## config.mk

```make
export PLATFORM = sky130hd
export DESIGN_NAME = irq_merge
export DESIGN_NICKNAME = d
export VERILOG_FILES = /design/src/rtl/irq_merge_pkg.sv /design/src/rtl/irq_merge_sync.sv /design/src/rtl/irq_merge_mask.sv /design/src/rtl/irq_merge_ctl.sv /design/src/rtl/irq_merge.sv
export SDC_FILE = /design/constraint.sdc
export NUM_CORES = 1
export LEC_CHECK = 0
export BUFFER_PORTS_ARGS = -buffer_cell sky130_fd_sc_hd__buf_2
export CORE_MARGIN = 2
export CORE_UTILIZATION = 51
export CTS_BUF_LIST = sky130_fd_sc_hd__clkbuf_8
export CTS_CLUSTER_DIAMETER = 100
export DETAILED_ROUTE_END_ITERATION = 8
export PLACE_DENSITY = 0.76
export SETUP_SLACK_MARGIN = 0.1
export SYNTH_ARGS = -nofsm -noshare
export SYNTH_HDL_FRONTEND = slang
export SYNTH_SLANG_ARGS = --single-unit
export TNS_END_PERCENT = 100
```

## constraint.sdc

```tcl
create_clock -name clk -period 1.7 [get_ports clk]
set_input_delay 0.34 -clock clk [delete_from_list [all_inputs] [get_ports clk]]
set_output_delay 0.34 -clock clk [all_outputs]
set_load 0.05 [all_outputs]
```

## src/rtl/irq_merge_pkg.sv

```systemverilog
package irq_merge_pkg;

    localparam int HOLD_W = 4;

    typedef struct packed {
        logic              line;
        logic [HOLD_W-1:0] left;
    } ctl_t;

    function automatic logic [HOLD_W-1:0] eff_low(input logic [HOLD_W-1:0] cfg);
        return (cfg == '0) ? HOLD_W'(1) : cfg;
    endfunction

endpackage

```

## src/rtl/irq_merge_sync.sv

```systemverilog
module irq_merge_sync #(
    parameter int N_SRC = 4
) (
    input  logic             clk,
    input  logic             rst,
    input  logic [N_SRC-1:0] req,
    output logic [N_SRC-1:0] req_s
);
    logic [N_SRC-1:0] stg1_q;
    logic [N_SRC-1:0] stg2_q;
    logic [1:0]       warm_q;

    for (genvar i = 0; i < N_SRC; i++) begin : g_bit
        always_ff @(posedge clk) begin
            if (rst) begin
                stg1_q[i] <= 1'b0;
                stg2_q[i] <= 1'b0;
            end else begin
                stg1_q[i] <= req[i];
                stg2_q[i] <= stg1_q[i];
            end
        end
    end

    always_ff @(posedge clk) begin
        if (rst)                warm_q <= '0;
        else if (warm_q != 2'd3) warm_q <= warm_q + 2'd1;
    end

    assign req_s = stg2_q;

    // two-edge latency from port to synchronized level
    p_sync_lat_r2: assert property (@(posedge clk) disable iff (rst)
        (warm_q == 2'd3) |-> (req_s == $past(req, 2)));
endmodule

```

## src/rtl/irq_merge_mask.sv

```systemverilog
module irq_merge_mask #(
    parameter int N_SRC = 4
) (
    input  logic             clk,
    input  logic             rst,
    input  logic             we,
    input  logic [N_SRC-1:0] wdata,
    output logic [N_SRC-1:0] mask
);
    logic [N_SRC-1:0] mask_q;

    always_ff @(posedge clk) begin
        if (rst)     mask_q <= '0;
        else if (we) mask_q <= wdata;
    end

    assign mask = mask_q;

    // a write lands in the register at the next edge
    p_mask_load_r10: assert property (@(posedge clk) disable iff (rst)
        we |=> (mask == $past(wdata)));
endmodule

```

## src/rtl/irq_merge_ctl.sv

```systemverilog
module irq_merge_ctl
    import irq_merge_pkg::*;
(
    input  logic              clk,
    input  logic              rst,
    input  logic              clr,
    input  logic              active,
    input  logic [HOLD_W-1:0] low_cfg,
    output logic              line
);
    ctl_t st_q, st_d;

    always_comb begin
        st_d = st_q;
        if (clr) begin
            st_d.line = 1'b0;
            st_d.left = eff_low(low_cfg);
        end else if (st_q.left > HOLD_W'(1)) begin
            st_d.line = 1'b0;
            st_d.left = st_q.left - HOLD_W'(1);
        end else if (st_q.left == HOLD_W'(1)) begin
            st_d.line = active;
            st_d.left = '0;
        end else begin
            st_d.line = active;
        end
    end

    always_ff @(posedge clk) begin
        if (rst) st_q <= '0;
        else     st_q <= st_d;
    end

    assign line = st_q.line;

    // a sampled clear pulls the line low
    p_clr_low_r5: assert property (@(posedge clk) disable iff (rst)
        clr |=> !line);

    // the line is held low while the window is running
    p_hold_low_r6: assert property (@(posedge clk) disable iff (rst)
        (st_q.left != '0) |-> !line);

    // a clear always reloads a nonzero window
    p_restart_r8: assert property (@(posedge clk) disable iff (rst)
        clr |=> (st_q.left != '0));
endmodule

```

## src/rtl/irq_merge.sv

```systemverilog
module irq_merge
    import irq_merge_pkg::*;
#(
    parameter int N_SRC = 4
) (
    input  logic              clk,
    input  logic              rst,
    input  logic [N_SRC-1:0]  req_i,
    input  logic              clr_i,
    input  logic              mask_we_i,
    input  logic [N_SRC-1:0]  mask_wdata_i,
    input  logic [HOLD_W-1:0] low_cycles_i,
    output logic              irq_o,
    output logic [N_SRC-1:0]  status_o
);
    logic [N_SRC-1:0] req_s;
    logic [N_SRC-1:0] mask_q;
    logic             any_live;

    irq_merge_sync #(.N_SRC(N_SRC)) u_sync (
        .clk   (clk),
        .rst   (rst),
        .req   (req_i),
        .req_s (req_s)
    );

    irq_merge_mask #(.N_SRC(N_SRC)) u_mask (
        .clk   (clk),
        .rst   (rst),
        .we    (mask_we_i),
        .wdata (mask_wdata_i),
        .mask  (mask_q)
    );

    assign any_live = |(req_s & ~mask_q);

    irq_merge_ctl u_ctl (
        .clk     (clk),
        .rst     (rst),
        .clr     (clr_i),
        .active  (any_live),
        .low_cfg (low_cycles_i),
        .line    (irq_o)
    );

    assign status_o = req_s;

    // a rising line always has an unmasked source behind it
    p_rise_cause_r3: assert property (@(posedge clk) disable iff (rst)
        $rose(irq_o) |-> $past(any_live));

    // with no unmasked source the line cannot go or stay high
    p_masked_quiet_r4: assert property (@(posedge clk) disable iff (rst)
        !any_live |=> !irq_o);
endmodule

```

==> results.yml <==
run_status:
  outcome: "completed"
finish:
  design_area_sq_um: 842.1
  syn2layout_area_growth_pct: 21.92
  antenna_cells: 0
  final_layout_size_suffix_gt1_share_pct: 28.26
  finalNetCount: 111
floorplanning:
  die_x_microns: 40.80
  initial_utilization_pct: 53.75
  die_y_microns: 40.80
  num_rows: 13
  dieArea_sq_um: 1665
  coreArea_sq_um: 1285
  io_pins: 21
clock_network:
  root_buffer: "clkbuf_8"
  post_cts_buffers: 0
  clk_latency_ns: 0.25
  cts_tree: "yes"
  hold_buffers: 0
  clk_path_buf_depth: 2
  htree_levels: 1
  clkTransAtPathRegs_ns: 0.07
  cts_sinks: 17
  cts_resized: 0
  cts_buffers: 3
synthesis:
  yosysUniqueCellTypes: 25
  synth_area_leaders: "dfxtp_1 49%, nor2b_1 9.1%, mux2i_1 5.8%, nor2_1 4.9%, ha_1 3.6%"
  synthCells: 71
  synth_most_common_cell: "dfxtp_1"
  syn-mean-instance-area_sq_um: 9.728
  synth_area_sq_um: 690.7
  synth_seq_cells: 17
  yosysWarnings: 0
  synthArstFlopShare_pct: 0
  yosysSeqAreaShare_pct: 49.28
  yosysTopAreaCell: "dfxtp_1"
  synthFlopType: "dfxtp_1"
  netlist_top_cells_count: "17 x dfxtp_1, 10 x nor2b_1, 9 x nor2_1"
  syn_nets: 89
  synth_top_area_share_pct: 49.28
  synth_enable_flop_cells: 0
worst_setup_path:
  start_kind: "flip-flop"
  path_class: "reg -> reg"
  cp.arrival_ns: 1.59
  critPathRequiredTime_ns: 1.86
  worstPathMaxFanout: 6
  worstSetupEndpointType: "flip-flop"
  r2r_slack_ns: 0.26
routing:
  wl_per_cell_microns: 11.37
  route.final.wire_length_microns: 1217
  ant_nets: 0
  firstDrtPassIters: 4
  vias_per_cell: 5.364
  drc: 0
  first_iter_violations: 15
  via_count: 574
placed_design:
  placed_cell_area_sq_um: 795.8
  hpwl_microns: 890.2
  globalplace.congestion: 0.8192
  port_buffers: 20
sta:
  slew_viol_final: 0
  setup_tns_ns: 0
  clock_skew_ns: 0.004093
  hold_viol: 0
  final.period_utilization_pct: 84.43
  slew_headroom_pct: 78.45
  worst_pin_slew_ns: 0.3207
  min_period_ns: 1.435
  setup_viol: 0
  grt_setup_unrepaired: "no"
  fmax_ghz: 0.6967
global_route:
  gr-total-overflow: 0
  grt_usage_pct: 16.59
  grt_pass1_wl_microns: 1780
  antenna_found_initial: 0
  grt_max_degree: 19
  grt_pass1_vias: 449
power:
  p_leak_nw: 0.3971
  p_per_area_nw_per_um2: 1050
  peakVddDrop_mv: 0.4708
job:
  cap_violations: 0
worst_hold_path:
  hold_path.class: "in -> reg"
-- metal layers --
layer | track usage, % | vias up | part of all wire (%)
met1 | 20.61 | 265 | 42
met3 | 6.522 | 0 | 7.5
li1 | - | 284 | -
met4 | 5.000 | 0 | 0
met2 | 26.17 | 25 | 50
met5 | 0 | - | 0
-- cells in the final DEF (no fill, tap or decap) --
| cell | n |
|---|---|
| buf_2 | 20 |
| dfxtp_1 | 17 |
| nor2b_1 | 10 |
| nor2_1 | 9 |
| inv_1 | 5 |
| mux2i_1 | 4 |
| nor3_1 | 3 |
| clkbuf_8 | 3 |
| o31ai_1 | 2 |
| nand2_1 | 2 |
| a31oi_1 | 2 |
| ha_1 | 2 |
| o22ai_1 | 1 |
| o311a_1 | 1 |
| nor3_2 | 1 |
| xnor2_1 | 1 |
| nand3b_1 | 1 |
| o41ai_2 | 1 |
| nand4_1 | 1 |
| nand4b_1 | 1 |
| a311oi_1 | 1 |
| nand2b_1 | 1 |
| o211ai_1 | 1 |
| o211a_1 | 1 |
| clkinv_2 | 1 |
-- flip-flops by register name (all words and copies together) (netlist names) --
name / flops
u_ctl.line: 1
u_ctl.st_q: 4
u_mask.mask: 4
u_sync.req_s: 4
u_sync.stg1_q: 4
-- critical path: stages, from the launching register on --
cell,delay (ns)
dfxtp_1,0.39
inv_1,0.09
ha_1,0.27
nor2_1,0.22
nor3_1,0.11
o41ai_2,0.27
-- final timing paths --
| check | from | endpoint | cells after the start |
|---|---|---|---|
| worst min register to register | u_sync.stg1_q[1]$_SDFF_PP0_ | u_sync.req_s[1]$_SDFF_PP0_ | 1 |
| worst max-delay path | u_ctl.st_q[0]$_SDFFE_PP0P_ | u_ctl.st_q[3]$_SDFFE_PP0P_ | 5 |
| worst min-delay path | req_i[3] | u_sync.stg1_q[3]$_SDFF_PP0_ | 2 |
| worst max register to register | u_ctl.st_q[0]$_SDFFE_PP0P_ | u_ctl.st_q[3]$_SDFFE_PP0P_ | 5 |
-- kinds of logic (layout without fill, tap and decap cells) --
kind of cell / count (synthesis) / in the layout / share of synthesized area, %
fa+ha+maj: 2 / 2 / 3.623
xor+xnor: 1 / 1 / 1.268
mux: 4 / 4 / 5.797
buf+inv: 8 / 29 / 4.709
flops: 17 / 17 / 49.28
simple gates: 29 / 29 / 22.83
compound gates: 10 / 10 / 12.50
-- where the power goes --
part	total, mW	internal [mW]	switching (mW)
logic	0.143	0.0625	0.0809
clock network	0.295	0.162	0.133
registers	0.445	0.424	0.0208
-- metrics by stage --
| stage | hold slack (ns) | cells | util [%] | power (mW) | setup slack [ns] |
|---|---|---|---|---|---|
| after global placement | 0.4168 | 103 | 61.93 | 0.5917 | 0.3858 |
| after floorplan | 0.4138 | 71 | - | 0.5546 | 0.4432 |
| after global routing | 0.3041 | 107 | 65.53 | 0.9291 | 0.1757 |
| after CTS | 0.2969 | 107 | 65.53 | 0.8923 | 0.2705 |
| after detailed placement | 0.4269 | 103 | 61.93 | 0.5955 | 0.3057 |
| final | 0.3019 | 107 | 65.53 | 0.8838 | 0.2646 |
-- cell type report --
cell class	instances	area, sq um
clock buffer	3	41.29
inverter	5	18.77
timing repair buffer	20	100.1
sequential	17	340.3
multi-input combinational	46	317.8
tap	15	18.77
clock inverter	1	5.005
fill	116	442.9
(Power assumes the default switching activity.)
